<file path="src/rtl/cfgx_pkg.sv">
package cfgx_pkg;
  localparam int unsigned DATA_W = 32;

  typedef enum logic [1:0] {
    KIND_CFG0    = 2'd0,
    KIND_CFG1    = 2'd1,
    KIND_SPECIAL = 2'd2,
    KIND_LOCAL   = 2'd3
  } cyc_kind_e;

  localparam logic [3:0] CMD_CFG_RD  = 4'b1010;
  localparam logic [3:0] CMD_CFG_WR  = 4'b1011;
  localparam logic [3:0] CMD_SPECIAL = 4'b0001;

  typedef struct packed {
    logic       en;
    logic [7:0] bus;
    logic [4:0] dev;
    logic [2:0] fn;
    logic [5:0] regn;
  } cfg_addr_t;

  function automatic logic [DATA_W-1:0] cfg_pack(cfg_addr_t c);
    return {c.en, 7'b0, c.bus, c.dev, c.fn, c.regn, 2'b00};
  endfunction

  function automatic cfg_addr_t cfg_unpack(logic [DATA_W-1:0] w);
    cfg_addr_t c;
    c.en   = w[31];
    c.bus  = w[23:16];
    c.dev  = w[15:11];
    c.fn   = w[10:8];
    c.regn = w[7:2];
    return c;
  endfunction
endpackage

</file>
<file path="src/rtl/cfgx_addr_reg.sv">
module cfgx_addr_reg
  import cfgx_pkg::*;
(
  input  logic              clk_i,
  input  logic              rst_ni,
  input  logic              we_i,
  input  logic [DATA_W-1:0] wdata_i,
  output cfg_addr_t         cfg_o
);
  always_ff @(posedge clk_i or negedge rst_ni) begin
    if (!rst_ni)   cfg_o <= '0;
    else if (we_i) cfg_o <= cfg_unpack(wdata_i);
  end
endmodule

</file>
<file path="src/rtl/cfgx_decode.sv">
module cfgx_decode
  import cfgx_pkg::*;
#(
  parameter logic [7:0]  LOCAL_BUS = 8'd0,
  parameter int unsigned IDSEL_LSB = 11,
  parameter int unsigned IDSEL_N   = 21
) (
  input  cfg_addr_t         cfg_i,
  input  logic              write_i,
  output cyc_kind_e         kind_o,
  output logic [3:0]        cmd_o,
  output logic [DATA_W-1:0] addr_o
);
  localparam int unsigned PAD_W = DATA_W - IDSEL_N;

  logic [IDSEL_N-1:0] idsel;
  logic [DATA_W-1:0]  idsel_word;
  logic [DATA_W-1:0]  addr0, addr1;

  for (genvar i = 0; i < IDSEL_N; i++) begin : g_idsel
    assign idsel[i] = (cfg_i.dev == 5'(i));
  end

  assign idsel_word = {{PAD_W{1'b0}}, idsel} << IDSEL_LSB;
  assign addr0 = idsel_word | {21'b0, cfg_i.fn, cfg_i.regn, 2'b00};
  assign addr1 = {8'h00, cfg_i.bus, cfg_i.dev, cfg_i.fn, cfg_i.regn, 2'b01};

  always_comb begin
    kind_o = KIND_LOCAL;
    cmd_o  = write_i ? CMD_CFG_WR : CMD_CFG_RD;
    addr_o = '0;
    if (!cfg_i.en) begin
      kind_o = KIND_LOCAL;
    end else if (cfg_i.bus != LOCAL_BUS) begin
      kind_o = KIND_CFG1;
      addr_o = addr1;
    end else if (&cfg_i.dev) begin
      // reserved device number: special cycle on writes only
      if (write_i) begin
        kind_o = KIND_SPECIAL;
        cmd_o  = CMD_SPECIAL;
      end
    end else begin
      kind_o = KIND_CFG0;
      addr_o = addr0;
    end
  end
endmodule

</file>
<file path="src/rtl/cfgx_seq.sv">
module cfgx_seq
  import cfgx_pkg::*;
(
  input  logic              clk_i,
  input  logic              rst_ni,
  input  logic              req_valid_i,
  input  logic              req_write_i,
  input  logic              hit_addr_i,
  input  logic              hit_data_i,
  input  logic [DATA_W-1:0] req_wdata_i,
  input  logic [DATA_W-1:0] cfg_word_i,
  input  cyc_kind_e         kind_i,
  input  logic [3:0]        cmd_i,
  input  logic [DATA_W-1:0] addr_i,
  output logic              req_ready_o,
  output logic              cfg_we_o,
  output logic              rsp_valid_o,
  output logic [DATA_W-1:0] rsp_rdata_o,
  output logic              cyc_valid_o,
  output cyc_kind_e         cyc_kind_o,
  output logic [3:0]        cyc_cmd_o,
  output logic [DATA_W-1:0] cyc_addr_o,
  output logic [DATA_W-1:0] cyc_wdata_o,
  input  logic              cyc_done_i,
  input  logic [DATA_W-1:0] cyc_rdata_i
);
  logic accept, go_bus, pend_write;
  logic [DATA_W-1:0] local_rdata;

  assign req_ready_o = !cyc_valid_o;
  assign accept      = req_valid_i && req_ready_o;
  assign cfg_we_o    = accept && req_write_i && hit_addr_i;
  assign go_bus      = hit_data_i && (kind_i != KIND_LOCAL);

  always_comb begin
    if (req_write_i)     local_rdata = '0;
    else if (hit_addr_i) local_rdata = cfg_word_i;
    else if (hit_data_i) local_rdata = '1;
    else                 local_rdata = '0;
  end

  always_ff @(posedge clk_i or negedge rst_ni) begin
    if (!rst_ni) begin
      rsp_valid_o <= 1'b0;
      rsp_rdata_o <= '0;
      cyc_valid_o <= 1'b0;
      cyc_kind_o  <= KIND_CFG0;
      cyc_cmd_o   <= '0;
      cyc_addr_o  <= '0;
      cyc_wdata_o <= '0;
      pend_write  <= 1'b0;
    end else begin
      rsp_valid_o <= 1'b0;
      if (cyc_valid_o) begin
        if (cyc_done_i) begin
          cyc_valid_o <= 1'b0;
          rsp_valid_o <= 1'b1;
          rsp_rdata_o <= pend_write ? '0 : cyc_rdata_i;
        end
      end else if (accept) begin
        if (go_bus) begin
          cyc_valid_o <= 1'b1;
          cyc_kind_o  <= kind_i;
          cyc_cmd_o   <= cmd_i;
          cyc_addr_o  <= addr_i;
          cyc_wdata_o <= req_write_i ? req_wdata_i : '0;
          pend_write  <= req_write_i;
        end else begin
          rsp_valid_o <= 1'b1;
          rsp_rdata_o <= local_rdata;
        end
      end
    end
  end
endmodule

</file>
<file path="src/rtl/cfgx_top.sv">
module cfgx_top
  import cfgx_pkg::*;
#(
  parameter int unsigned OFF_W     = 8,
  parameter logic [7:0]  ADDR_OFF  = 8'h00,
  parameter logic [7:0]  DATA_OFF  = 8'h04,
  parameter logic [7:0]  LOCAL_BUS = 8'd0,
  parameter int unsigned IDSEL_LSB = 11,
  parameter int unsigned IDSEL_N   = 21
) (
  input  logic              clk_i,
  input  logic              rst_ni,
  input  logic              req_valid_i,
  output logic              req_ready_o,
  input  logic              req_write_i,
  input  logic [OFF_W-1:0]  req_addr_i,
  input  logic [31:0]       req_wdata_i,
  output logic              rsp_valid_o,
  output logic [31:0]       rsp_rdata_o,
  output logic              cyc_valid_o,
  output logic [1:0]        cyc_kind_o,
  output logic [3:0]        cyc_cmd_o,
  output logic [31:0]       cyc_addr_o,
  output logic [31:0]       cyc_wdata_o,
  input  logic              cyc_done_i,
  input  logic [31:0]       cyc_rdata_i
);
  localparam int unsigned WORD_W = OFF_W - 2;
  localparam logic [WORD_W-1:0] ADDR_WORD = ADDR_OFF[OFF_W-1:2];
  localparam logic [WORD_W-1:0] DATA_WORD = DATA_OFF[OFF_W-1:2];

  cfg_addr_t         cfg;
  cyc_kind_e         dec_kind, cyc_kind;
  logic [3:0]        dec_cmd;
  logic [DATA_W-1:0] dec_addr;
  logic              hit_addr, hit_data, cfg_we;

  // low two offset bits select a byte inside a word and never affect the hit
  assign hit_addr = (req_addr_i[OFF_W-1:2] == ADDR_WORD);
  assign hit_data = (req_addr_i[OFF_W-1:2] == DATA_WORD);

  cfgx_addr_reg u_addr_reg (
    .clk_i   (clk_i),
    .rst_ni  (rst_ni),
    .we_i    (cfg_we),
    .wdata_i (req_wdata_i),
    .cfg_o   (cfg)
  );

  cfgx_decode #(
    .LOCAL_BUS (LOCAL_BUS),
    .IDSEL_LSB (IDSEL_LSB),
    .IDSEL_N   (IDSEL_N)
  ) u_decode (
    .cfg_i   (cfg),
    .write_i (req_write_i),
    .kind_o  (dec_kind),
    .cmd_o   (dec_cmd),
    .addr_o  (dec_addr)
  );

  cfgx_seq u_seq (
    .clk_i       (clk_i),
    .rst_ni      (rst_ni),
    .req_valid_i (req_valid_i),
    .req_write_i (req_write_i),
    .hit_addr_i  (hit_addr),
    .hit_data_i  (hit_data),
    .req_wdata_i (req_wdata_i),
    .cfg_word_i  (cfg_pack(cfg)),
    .kind_i      (dec_kind),
    .cmd_i       (dec_cmd),
    .addr_i      (dec_addr),
    .req_ready_o (req_ready_o),
    .cfg_we_o    (cfg_we),
    .rsp_valid_o (rsp_valid_o),
    .rsp_rdata_o (rsp_rdata_o),
    .cyc_valid_o (cyc_valid_o),
    .cyc_kind_o  (cyc_kind),
    .cyc_cmd_o   (cyc_cmd_o),
    .cyc_addr_o  (cyc_addr_o),
    .cyc_wdata_o (cyc_wdata_o),
    .cyc_done_i  (cyc_done_i),
    .cyc_rdata_i (cyc_rdata_i)
  );

  assign cyc_kind_o = cyc_kind;
endmodule

</file>
<file path="config.mk">
export PLATFORM = sky130hd
export DESIGN_NAME = cfgx_top
export DESIGN_NICKNAME = d
export VERILOG_FILES = /design/src/rtl/cfgx_pkg.sv /design/src/rtl/cfgx_addr_reg.sv /design/src/rtl/cfgx_decode.sv /design/src/rtl/cfgx_seq.sv /design/src/rtl/cfgx_top.sv
export SDC_FILE = /design/constraint.sdc
export NUM_CORES = 1
export LEC_CHECK = 0
export ABC_AREA = 1
export BUFFER_PORTS_ARGS = -buffer_cell sky130_fd_sc_hd__clkbuf_2
export CAP_MARGIN = 20
export CELL_PAD_IN_SITES_DETAIL_PLACEMENT = 0
export CELL_PAD_IN_SITES_GLOBAL_PLACEMENT = 1
export CORE_UTILIZATION = 37
export CTS_CLUSTER_DIAMETER = 200
export CTS_CLUSTER_SIZE = 25
export DETAILED_ROUTE_END_ITERATION = 7
export PLACE_DENSITY_LB_ADDON = 0.12
export SLEW_MARGIN = 20
export SYNTH_ARGS = -nofsm -noshare
export SYNTH_HDL_FRONTEND = slang
export SYNTH_HIERARCHICAL = 1
export SYNTH_SLANG_ARGS = --single-unit
</file>
<file path="constraint.sdc">
create_clock -name clk_i -period 2 [get_ports clk_i]
set_input_delay 0.3 -clock clk_i [delete_from_list [all_inputs] [get_ports clk_i]]
set_output_delay 0.3 -clock clk_i [all_outputs]
set_load 0.01 [all_outputs]
</file>
## Yosys cells after proc, flatten, opt, wreduce, memory -nomap -nowiden

Cells that the tools add are included.

- Register bits after elaboration: 128
- Bits of input ports: 77
- Word-level logic and storage cells: 80

- Eq/ne operators: 24
- Mux-type cells: 29
- Bitwise gates (word level): 2
- Reduce and logical (&&, ||, !) cells: 12

Operators by type and width:

| operator | number |
|---|---|
| $mux W32 | 12 |
| $eq A5 B4 Y1 const B | 8 |
| $or A32 B11 Y32 | 1 |
| $eq A5 B5 Y1 const B | 5 |
| $eq A5 B3 Y1 const B | 4 |
| $mux W4 | 4 |
| $eq A5 B2 Y1 const B | 2 |
| $mux W1 | 10 |
| $reduce_bool A8 Y1 | 1 |
| $eq A6 B1 Y1 const B | 1 |
| $logic_not A6 Y1 | 1 |
| $mux W2 | 3 |
| $reduce_and A3 Y1 | 2 |
| $eq A5 B1 Y1 const B | 1 |
| $logic_not A5 Y1 | 1 |
| $reduce_and A5 Y1 | 1 |
| $logic_and A1 B1 Y1 | 4 |
| $ne A2 B2 Y1 const B | 2 |
| $ne A2 B1 Y1 const B | 1 |
| $reduce_bool A2 Y1 | 1 |
| $logic_not A1 Y1 | 1 |
| $not A1 Y1 | 1 |

## Longest topological paths before layout

Gate-level depths: netlist (run 1).

- Word-level depth: 9
- Depth in mapped cells: 13
- Gate-level depth less buffers: 12

## Modules after synthesis

The synthesis (run 1) kept the hierarchy.

By module, submodules not included:

| module | instances | cells an instance | area each (sq um) |
|---|---|---|---|
| cfgx_seq | 1 | 631 | 4742.0 |
| cfgx_addr_reg | 1 | 97 | 875.8 |
| cfgx_decode | 1 | 134 | 588.1 |
| cfgx_top | 1 | 9 | 36.3 |

## Worst setup path before layout (run 1)

No wires, ideal clock.

- Kind: input -> register
- Start point: input req_addr_i[3]
- End point: register u_addr_reg/cfg_o[9] in the netlist's numbering
- Setup time: 0.117 ns
- Arrival: 1.692 ns
- Data required time: 1.883 ns
- Path slack: 0.191 ns
- Stages: 10
- Cell sequence: or2_1 > nor2_1 > buf_2 > clkbuf_1 > nand2_1 > nor2_1 > inv_2 > buf_6 > nand2_1 > nand2_1

- Cells in the longest elaborated chain, start to end: 2

Ends and longest elaborated chain:

| item | line | text |
|---|---|---|
| start, declared | cfgx_top.sv:16 | `input logic [OFF_W-1:0] req_addr_i,` |
| $logic_not A6 Y1 | cfgx_top.sv:39 | `assign hit_addr = (req_addr_i[OFF_W-1:2] == ADDR_WORD);` |
| via hit_addr | cfgx_top.sv:36 | `logic hit_addr, hit_data, cfg_we;` |
| $logic_and A1 B1 Y1 | cfgx_seq.sv:32 | `assign cfg_we_o = accept && req_write_i && hit_addr_i;` |
| via cfg_we | cfgx_top.sv:36 |  |
| end signal, assigned | cfgx_addr_reg.sv:12 | `else if (we_i) cfg_o <= cfg_unpack(wdata_i);` |
| end, declared | cfgx_addr_reg.sv:8 | `output cfg_addr_t cfg_o` |

The timed path passes the listed nets, and every way through them passes these cells.
A chain may end at the register's enable or synchronous reset.

## Final worst setup path (run 1)

- Start point: register u_addr_reg/cfg_o[16] in the netlist's numbering
- End point: register u_seq.cyc_addr_o[25]

- Cells in the longest elaborated chain, start to end: 6
- Elaborated cells on any way between the ends: 8

Ends and longest elaborated chain:

| item | line | text |
|---|---|---|
| $reduce_bool A8 Y1 | cfgx_decode.sv:34 | `end else if (cfg_i.bus != LOCAL_BUS) begin` |
| $mux W2 | cfgx_decode.sv:34 |  |
| $mux W2 | cfgx_decode.sv:32 | `if (!cfg_i.en) begin` |
| via dec_kind[0] | cfgx_top.sv:33 | `cyc_kind_e dec_kind, cyc_kind;` |
| $ne A2 B2 Y1 | cfgx_seq.sv:33 | `assign go_bus = hit_data_i && (kind_i != KIND_LOCAL);` |
| $logic_and A1 B1 Y1 | cfgx_seq.sv:33 |  |
| $reduce_and A3 Y1 (no line) | -- |  |
| end signal, assigned | cfgx_seq.sv:65 | `cyc_addr_o <= addr_i;` |
| end, declared | cfgx_seq.sv:22 | `output logic [DATA_W-1:0] cyc_addr_o,` |

The timed path passes the listed nets, and every way through them passes these cells.

==> results of run 1 <==
metrics by stage:
stage / TNS, ns / setup WS [ns]
after floorplan: 0 / 0.191
after global placement: 0 / 0.0605
after detailed placement: 0 / 0.00843
after CTS: 0 / 0.0000988
after global routing: -0.00116 / -0.00116
final: 0 / 0.123
routing by layer:
metal  track usage  vias up
li1              -     3047
met1         0.306     2796
met2         0.346      166
met3        0.0515       13
met4        0.0594        0
met5             0        -
final cells by class:
cell class              count  area [um^2]  share of cell area
clock buffers              23          478              0.0566
inverters                  26          105              0.0125
flip-flops and latches    128         3200               0.380
repair inverters            1         6.26            0.000741
multi-input cells         673         2710               0.322
repair buffers            227         1480               0.175
clock inverters             9          179              0.0212
well taps                 220          275              0.0326
flip-flops by register name, summed over array words and instances (netlist names):
name               flops
u_seq/cyc_kind_o       2
u_seq/pend_write       1
u_seq/cyc_addr_o      32
u_seq/rsp_rdata_o     32
u_seq/rsp_valid_o      1
u_seq/cyc_cmd_o        4
u_seq/cyc_wdata_o     32
u_seq/cyc_valid_o      1
u_addr_reg/cfg_o      23
cell usage after synthesis:
cell      count  area share
buf_2        35       0.028
nor2_8        1      0.0032
nand3_1      83       0.067
o21ai_0       2      0.0016
buf_4         6      0.0072
or2_1         1      0.0010
nand3_2       1      0.0016
nand2_4       1      0.0018
nand2_2       4      0.0040
dfrtp_1     128        0.51
nand2_1     520        0.31
inv_2         4      0.0024
nor2_4        1      0.0018
inv_1        22       0.013
conb_1        2      0.0012
nor2_1       46       0.028
clkbuf_1      9      0.0054
buf_6         3      0.0054
nor2_2        2      0.0020
cells by family after synthesis:
group,share of synthesized area
DFF,0.513
buffers and inverters,0.0617
AOI/OAI and AO/OA,0.00160
and+or+nand+nor,0.422
other,0.00120
worst min path at each step:
stage                                       end  slack [ns]  cells past startpoint
after detailed placement     u_seq/cyc_cmd_o[2]        0.28                      1
after global routing      u_seq/cyc_wdata_o[30]        0.11                      3
after CTS                     u_seq/cyc_valid_o        0.07                      2
after global placement       u_seq/cyc_cmd_o[2]        0.28                      1
after floorplan             u_addr_reg/cfg_o[0]       0.004                      0
final                         u_seq/cyc_valid_o        0.09                      2
power by group:
part / leakage [nW] / switching, mW / internal, mW / total [mW]
Combinational: 3.03 / 0.375 / 0.220 / 0.595
Clock: 0.314 / 1.17 / 2.31 / 3.49
Sequential: 1.78 / 0.0383 / 2.65 / 2.69
repair_timing:
item                                    4_1_cts  5_1_grt
endpoints found under the setup margin        0      104
setup buffers                                 0        4
resized for setup                             0       13
hold buffers                                  1        0
hold endpoints to repair                     47        0
==> flow_summary.json, run 1 <==
{
  "outcome": "complete, no violations",
  "vias_per_cell": 4.61,
  "cp.depth": 14,
  "top_layer": "met4",
  "port_buffers": 179,
  "met2WireLength_um": 9010,
  "first_pass_iters": 5,
  "power.total_mw": 6.77,
  "fin_hold_ws_ns": 0.0885,
  "utilization": 0.511,
  "postSynthCellCount": 871,
  "core_area_um2": 16500,
  "cp.arrival_ns": 2.18,
  "worst-path-buf-inv": 4,
  "end_kind": "register",
  "antenna_cells": 0,
  "cts.path.max_buffers": 2,
  "crit_end": "u_seq/cyc_addr_o[25]",
  "grt_pass1_vias": 5675,
  "finalCritPeriodShare": 0.939,
  "drt_wl_total_um": 19600,
  "critPathSlowestCell": "dfrtp_2",
  "die_width_um": 132,
  "io_pins": 182,
  "design_area_um2": 8440,
  "drc": 0,
  "clk_pin_slew_worst_paths_ns": 0.06,
  "hpwlAfterDp_um": 12800,
  "drtIter0Drc": 441,
  "area_delta_synth_final_pct": 35.2,
  "detail-route-antenna-nets": 0,
  "crit_required_ns": 2.30,
  "yosysWarnings": 6,
  "gp_congestion": 0.783,
  "place_area_um2": 7530,
  "layout_common_cells": "518 x nand2_1, 178 x clkbuf_2, 127 x dfrtp_1",
  "cts_inserted_buffers": 17,
  "setup_viol": 0,
  "crit_path_start_kind": "register",
  "nNetsFinal": 1151,
  "layout_commonest_cell": "nand2_1",
  "overflow": 0,
  "syn_area_um2": 6240,
  "rr_startpoint": "u_addr_reg/cfg_o[16]",
  "numPlacedInstances": 1261,
  "crit_chain": "nor2_1 > nand2_1 > inv_1 > nand2_2 > nor2_4 > o21ai_2 > nand2_1 > nand2_2 > nor2_4 > buf_12 > inv_8 > clkbuf_16 > nand2_1 > nand2_1",
  "hold_path_class": "in2reg",
  "hold_viol_final": 0,
  "cap_violations": 0,
  "max_stage_delay_ns": 0.42,
  "start_util": 0.378,
  "yosysUniqueCellTypes": 19,
  "worstSetupPathType": "reg2reg",
  "finClkSkew_ns": 0.0106,
  "worst_skew_pair.late_latency_ns": 0.42,
  "r2r_cells": 14,
  "finalMaxSlewViolations": 0,
  "antenna_found_initial": 0,
  "htree_levels": 4,
  "post_route_cells_drive_above_1_share": 0.257,
  "wl_per_cell_um": 15.0,
  "globalRouteTotalUtil": 0.220,
  "max_clock_freq_mhz": 533,
  "die_h_um": 132,
  "grt_max_degree": 50,
  "cts_tree": "built",
  "avgSynthCellArea_um2": 7.17,
  "p_leak_nw": 5.11,
  "dieArea_um2": 17400,
  "r2r_setup_slack_ns": 0.12,
  "wirelength_met1_um": 9260,
  "min_from": "cyc_done_i",
  "fin_crit_ns": 1.88,
  "peakVddDrop_mv": 0.698,
  "cpMostUsedCell": "nand2_1",
  "cp_max_fo": 9,
  "ys_ff_latch": 128,
  "r2r_end": "u_seq/cyc_addr_o[25]",
  "cts_root_buf": "clkbuf_16",
  "cp_top_family": "simple AND/OR/NAND/NOR gates",
  "cts_num_sinks": 128,
  "num_rows": 47,
  "via_count": 6022,
  "fillCellCount": 1696,
  "stdcell_count": 1307,
  "yosysSeqAreaShare": 0.513,
  "crit_start": "u_addr_reg/cfg_o[16]",
  "grt_first_pass_wirelength_um": 29900,
  "p_per_area_nw_per_um2": 802,
  "wl_met3_um": 1100
}
Power figures use the tool's default switching activity.
==> run 2: changes to the inputs <==
Settings changed: SETUP_SLACK_MARGIN set to 0.4.
==> flow_summary.json, run 2 (synthesis gave the netlist of run 1 again) <==
{
  "dieArea_um2": 17400,
  "power.total_mw": 6.78,
  "antenna_cells": 0,
  "first_pass_iters": 8,
  "end_kind": "register",
  "use_met1": 0.343,
  "area_delta_synth_final_pct": 49.3,
  "p_per_area_nw_per_um2": 728,
  "core_area_um2": 16500,
  "outcome": "complete, no violations",
  "post_route_cells_drive_above_1_share": 0.338,
  "layout_common_cells": "456 x nand2_1, 178 x clkbuf_2, 128 x dfrtp_1",
  "p_leak_nw": 5.68,
  "overflow": 0,
  "cts_tree": "built",
  "multi_input_area_um2": 3140,
  "finClkSkew_ns": 0.00682,
  "worst-path-buf-inv": 4,
  "nNetsFinal": 1175,
  "rsz0062_at_grt": "true",
  "finalCritPeriodShare": 0.956,
  "die_width_um": 132,
  "peakVddDrop_mv": 0.699,
  "met2_usage": 0.377,
  "design_area_um2": 9320,
  "start_util": 0.378,
  "setup_viol": 0,
  "cts_root_buf": "clkbuf_16",
  "num_rows": 47,
  "worst_skew_pair.late_latency_ns": 0.42,
  "htree_levels": 4,
  "via_count": 6368,
  "antenna_found_initial": 0,
  "vias_per_cell": 4.78,
  "gp_congestion": 0.806,
  "max_stage_delay_ns": 0.39,
  "fin_crit_ns": 1.91,
  "drt_wl_total_um": 21400,
  "cts_num_sinks": 128,
  "crit_required_ns": 2.31,
  "fillCellCount": 1587,
  "detail-route-antenna-nets": 0,
  "layout_commonest_cell": "nand2_1",
  "cp_top_family": "simple AND/OR/NAND/NOR gates",
  "grt_first_pass_wirelength_um": 32300,
  "hpwlAfterDp_um": 12900,
  "max_clock_freq_mhz": 523,
  "cp.arrival_ns": 2.23,
  "cts.path.max_buffers": 2,
  "wl_per_cell_um": 16.1,
  "place_area_um2": 7570,
  "fin_tns_setup_ns": 0,
  "drtIter0Drc": 456,
  "drc": 0,
  "reg_top3": "u_seq/cyc_addr_o: 32 flops, u_seq/cyc_wdata_o: 32 flops, u_seq/rsp_rdata_o: 32 flops",
  "setup_slack_ns": 0.0874,
  "finalMaxSlewViolations": 0,
  "ff_latch_area_um2": 3200,
  "hold_path_class": "in2reg",
  "crit_path_start_kind": "register",
  "cpMostUsedCell": "nand2_4",
  "cap_violations": 0,
  "io_pins": 182,
  "cts_inserted_buffers": 17,
  "grt_use_met3": 0.0465,
  "die_h_um": 132,
  "globalRouteTotalUtil": 0.243,
  "clk_pin_slew_worst_paths_ns": 0.06,
  "grt_max_degree": 44,
  "hold_viol_final": 0,
  "grt_pass1_vias": 5969,
  "fin_hold_ws_ns": 0.0960,
  "post-place-ws_ns": 0.115,
  "grt-busiest-layer": "met2",
  "crit_chain": "nor2_1 > nand2_2 > buf_6 > nor2_8 > nand2_4 > nand2_4 > nand2_4 > nand2_4 > nor2_4 > buf_6 > clkbuf_16 > buf_16 > nand2_1 > nand2_1",
  "cp_max_fo": 6,
  "critPathSlowestCell": "dfrtp_1",
  "worstSetupPathType": "reg2reg",
  "port_buffers": 179
}
run 2: worst reg2reg max path, cell delays in order (launching register included):
cell       delay, ns
dfrtp_1         0.39
nor2_1          0.14
nand2_2         0.10
buf_6           0.14
nor2_8          0.11
nand2_4         0.05
nand2_4         0.07
nand2_4         0.06
nand2_4         0.08
nor2_4          0.05
buf_6           0.12
clkbuf_16       0.17
buf_16          0.16
nand2_1         0.08
nand2_1         0.07
run 2: final cells by class:
| cell class | instances | share of cell area |
|---|---|---|
| Clock inverter | 14 | 0.0218 |
| Inverter | 26 | 0.0122 |
| Timing Repair Buffer | 248 | 0.209 |
| Sequential cell | 128 | 0.344 |
| Tap cell | 220 | 0.0295 |
| Multi-Input combinational cell | 677 | 0.337 |
| Clock buffer | 18 | 0.0461 |
run 2: report_power, final:
part	switching [mW]	total, mW	internal (mW)	leakage [nW]
Sequential	0.0394	2.69	2.65	1.78
Clock	1.27	3.38	2.11	0.306
Combinational	0.443	0.716	0.273	3.59
Total	1.75	6.78	5.03	5.68
run 2: layer usage:
layer	vias up	part of all wire
li1	3130	-
met1	2970	0.47
met2	237	0.46
met3	31	0.057
met4	0	0.016
met5	-	0
run 2: repair_timing:
| action | CTS | global route |
|---|---|---|
| buffers inserted | 10 | 2 |
| pin swaps | 13 | 66 |
| setup endpoints to repair | 105 | 105 |
| endpoints found under the hold margin | 38 | 0 |
| resized for setup | 48 | 82 |
| gates cloned | 14 | 9 |
| hold buffers | 1 | 0 |
run 2: through the flow:
step | cells | utilization
after detailed placement | 1263 | 0.458
after CTS | 1320 | 0.534
final | 1331 | 0.564
after global routing | 1331 | 0.564
after floorplan | 880 | -
after global placement | 1263 | 0.458
run 2: worst paths after layout:
check | start | endpoint | slack (ns) | cells after the start
setup / recovery | u_addr_reg/cfg_o[16] | u_seq/cyc_kind_o[0] | 0.09 | 14
hold / removal | req_wdata_i[1] | u_seq/cyc_wdata_o[1] | 0.1 | 3
setup reg to reg | u_addr_reg/cfg_o[16] | u_seq/cyc_kind_o[0] | 0.09 | 14
hold reg to reg | u_seq/cyc_addr_o[23] | u_seq/cyc_addr_o[23] | 0.47 | 2
max in group asynchronous | rst_ni | u_addr_reg/cfg_o[16] | 1.08 | 3
min in group asynchronous | rst_ni | u_seq/cyc_cmd_o[2] | 0.37 | 2
==> run 3: changes to the inputs <==
Settings changed: CORE_MARGIN set to 2, CORE_UTILIZATION 37 to 35.
==> flow_summary.json, run 3 (synthesis gave the netlist of run 1 again) <==
{
  "outcome": "complete, no violations",
  "cp_max_fo": 8,
  "use_met1": 0.324,
  "r2r_cells": 14,
  "die_h_um": 138,
  "worst-path-buf-inv": 6,
  "die_width_um": 138,
  "max_clock_freq_mhz": 520,
  "cts_tree": "built",
  "wl_per_cell_um": 15.5,
  "clk_pin_slew_worst_paths_ns": 0.06,
  "worst_skew_pair.late_latency_ns": 0.42,
  "worstSetupPathType": "reg2reg",
  "post-place-ws_ns": -0.0135,
  "drt_wl_total_um": 20800,
  "p_per_area_nw_per_um2": 744,
  "cp.arrival_ns": 2.24,
  "fillCellCount": 1781,
  "hold_path_class": "in2reg",
  "grt_pass1_vias": 6017,
  "whs_endpoint": "u_seq/cyc_valid_o",
  "worstMarginPinSlew_ns": 0.705,
  "relSlewSlack": 0.529,
  "cap_violations": 0,
  "crit_required_ns": 2.31,
  "layout_common_cells": "500 x nand2_1, 178 x clkbuf_2, 128 x dfrtp_1",
  "cp_top_family": "buffers and inverters",
  "cts.path.max_buffers": 2,
  "overflow": 0,
  "hold_viol_final": 0,
  "vias_per_cell": 4.67,
  "globalRouteTotalUtil": 0.224,
  "drc": 0,
  "first_pass_iters": 4,
  "grt_max_degree": 49,
  "grt_use_met3": 0.0464,
  "grt-busiest-layer": "met2",
  "r2r_end": "u_seq/cyc_addr_o[10]",
  "post_route_cells_drive_above_1_share": 0.299,
  "fin_crit_ns": 1.92,
  "finClkSkew_ns": 0.00602,
  "reg_top3": "u_seq/cyc_addr_o: 32 flops, u_seq/cyc_wdata_o: 32 flops, u_seq/rsp_rdata_o: 32 flops",
  "via_count": 6252,
  "area_delta_synth_final_pct": 43.4,
  "io_pins": 182,
  "gp_congestion": 0.815,
  "cts_inserted_buffers": 17,
  "crit_chain": "nand3_2 > nor2_4 > inv_1 > o21ai_2 > nand2_4 > nand2_4 > nor2_4 > buf_6 > buf_12 > buf_8 > buf_16 > buf_8 > nand2_2 > nand2_1",
  "port_buffers": 179,
  "antenna_cells": 0,
  "max_stage_delay_ns": 0.37,
  "setup_slack_ns": 0.0757,
  "num_rows": 48,
  "cts_root_buf": "clkbuf_16",
  "min_from": "cyc_done_i",
  "layout_commonest_cell": "nand2_1",
  "critPathSlowestCell": "dfrtp_1",
  "drtIter0Drc": 388,
  "start_util": 0.360,
  "internal_power_mw": 4.93,
  "detail-route-antenna-nets": 0,
  "rsz0062_at_grt": "true",
  "p_comb_frac": 0.105,
  "core_area_um2": 17400,
  "power_frac_seq": 0.404,
  "p_leak_nw": 5.34,
  "switchingPower_mw": 1.73,
  "setup_viol": 0,
  "r2r_setup_slack_ns": 0.08,
  "utilization": 0.516,
  "crit_path_start_kind": "register",
  "dieArea_um2": 18900,
  "swShare": 0.259,
  "met2_usage": 0.346,
  "grt_first_pass_wirelength_um": 32200,
  "worstHoldPathCells": 2,
  "hpwlAfterDp_um": 13400,
  "end_kind": "register",
  "nNetsFinal": 1178,
  "clock_power_share": 0.491,
  "peakVddDrop_mv": 0.590,
  "rr_startpoint": "u_addr_reg/cfg_o[9]",
  "cts_num_sinks": 128,
  "htree_levels": 4,
  "finalMaxSlewViolations": 0,
  "finalCritPeriodShare": 0.962,
  "antenna_found_initial": 0
}
[run 3: cell count changes in the layout (fill, tap and decap cells not counted), moves of 2 or more]
cell / change
buf_12: +3
buf_16: -6
buf_4: +8
buf_8: +2
clkbuf_16: -5
nand2_1: +44
nand2_2: -25
nand2_4: -20
nand2_8: +2
nand3_1: +6
nand3_2: -5
nor2_1: -3
nor2_2: +2
[run 3: power groups by stage]
stage / registers [mW] / clock network, mW / logic [mW]
6_report: 2.69 / 3.27 / 0.697
5_1_grt: 2.70 / 3.45 / 0.771
4_1_cts: 2.69 / 3.34 / 0.692
3_5_place_dp: 2.73 / 0 / 0.585
3_3_place_gp: 2.73 / 0 / 0.584
2_1_floorplan: 2.74 / 0 / 0.267
[run 3: metal layers]
| metal | routed length (um) | part of all wire |
|---|---|---|
| met1 | 9610 | 0.46 |
| met2 | 9620 | 0.46 |
| met3 | 1350 | 0.065 |
| met4 | 171 | 0.0082 |
| met5 | 0 | 0 |
[run 3: final cells by class]
cell class	instances	area, um^2	share of cell area
multi-input combinational	678	2930	0.328
clock inverter	14	180	0.0201
timing repair buffer	250	1810	0.202
clock buffer	18	439	0.0491
tap	225	282	0.0314
inverter	26	103	0.0115
sequential	128	3200	0.358
[run 3: worst max-delay path by stage]
stage	start	endpoint	slack, ns	depth (start not counted)
floorplan	u_addr_reg/cfg_o[18]	u_seq/cyc_wdata_o[10]	0.30	13
global placement	u_addr_reg/cfg_o[16]	u_seq/cyc_wdata_o[20]	0.03	13
detailed placement	u_addr_reg/cfg_o[16]	u_seq/cyc_wdata_o[16]	-0.01	13
CTS	u_addr_reg/cfg_o[19]	u_seq/cyc_addr_o[31]	0.1	16
global route	u_addr_reg/cfg_o[14]	u_seq/cyc_addr_o[9]	-0.04	15
finish	u_addr_reg/cfg_o[9]	u_seq/cyc_addr_o[10]	0.08	14
[run 3: what timing repair did]
| action | 4_1_cts | 5_1_grt |
|---|---|---|
| endpoints found under the setup margin | 105 | 105 |
| hold buffers | 1 | 0 |
| pin swaps | 19 | 11 |
| endpoints found under the hold margin | 45 | 0 |
| setup buffers | 25 | 2 |
| resized for setup | 51 | 10 |
| gates cloned | 12 | 2 |
[run 3: stage by stage]
| stage | hold WS [ns] | area (um^2) | TNS (ns) | power [mW] | cells |
|---|---|---|---|---|---|
| finish | 0.0893 | 8950 | 0 | 6.66 | 1339 |
| global route | 0.0798 | 8950 | -0.873 | 6.92 | 1339 |
| CTS | 0.0683 | 8840 | 0 | 6.71 | 1335 |
| detailed placement | 0.279 | 7550 | -0.0425 | 3.32 | 1265 |
| global placement | 0.286 | 7550 | 0 | 3.32 | 1265 |
| floorplan | 0.00441 | 6350 | 0 | 3.01 | 880 |
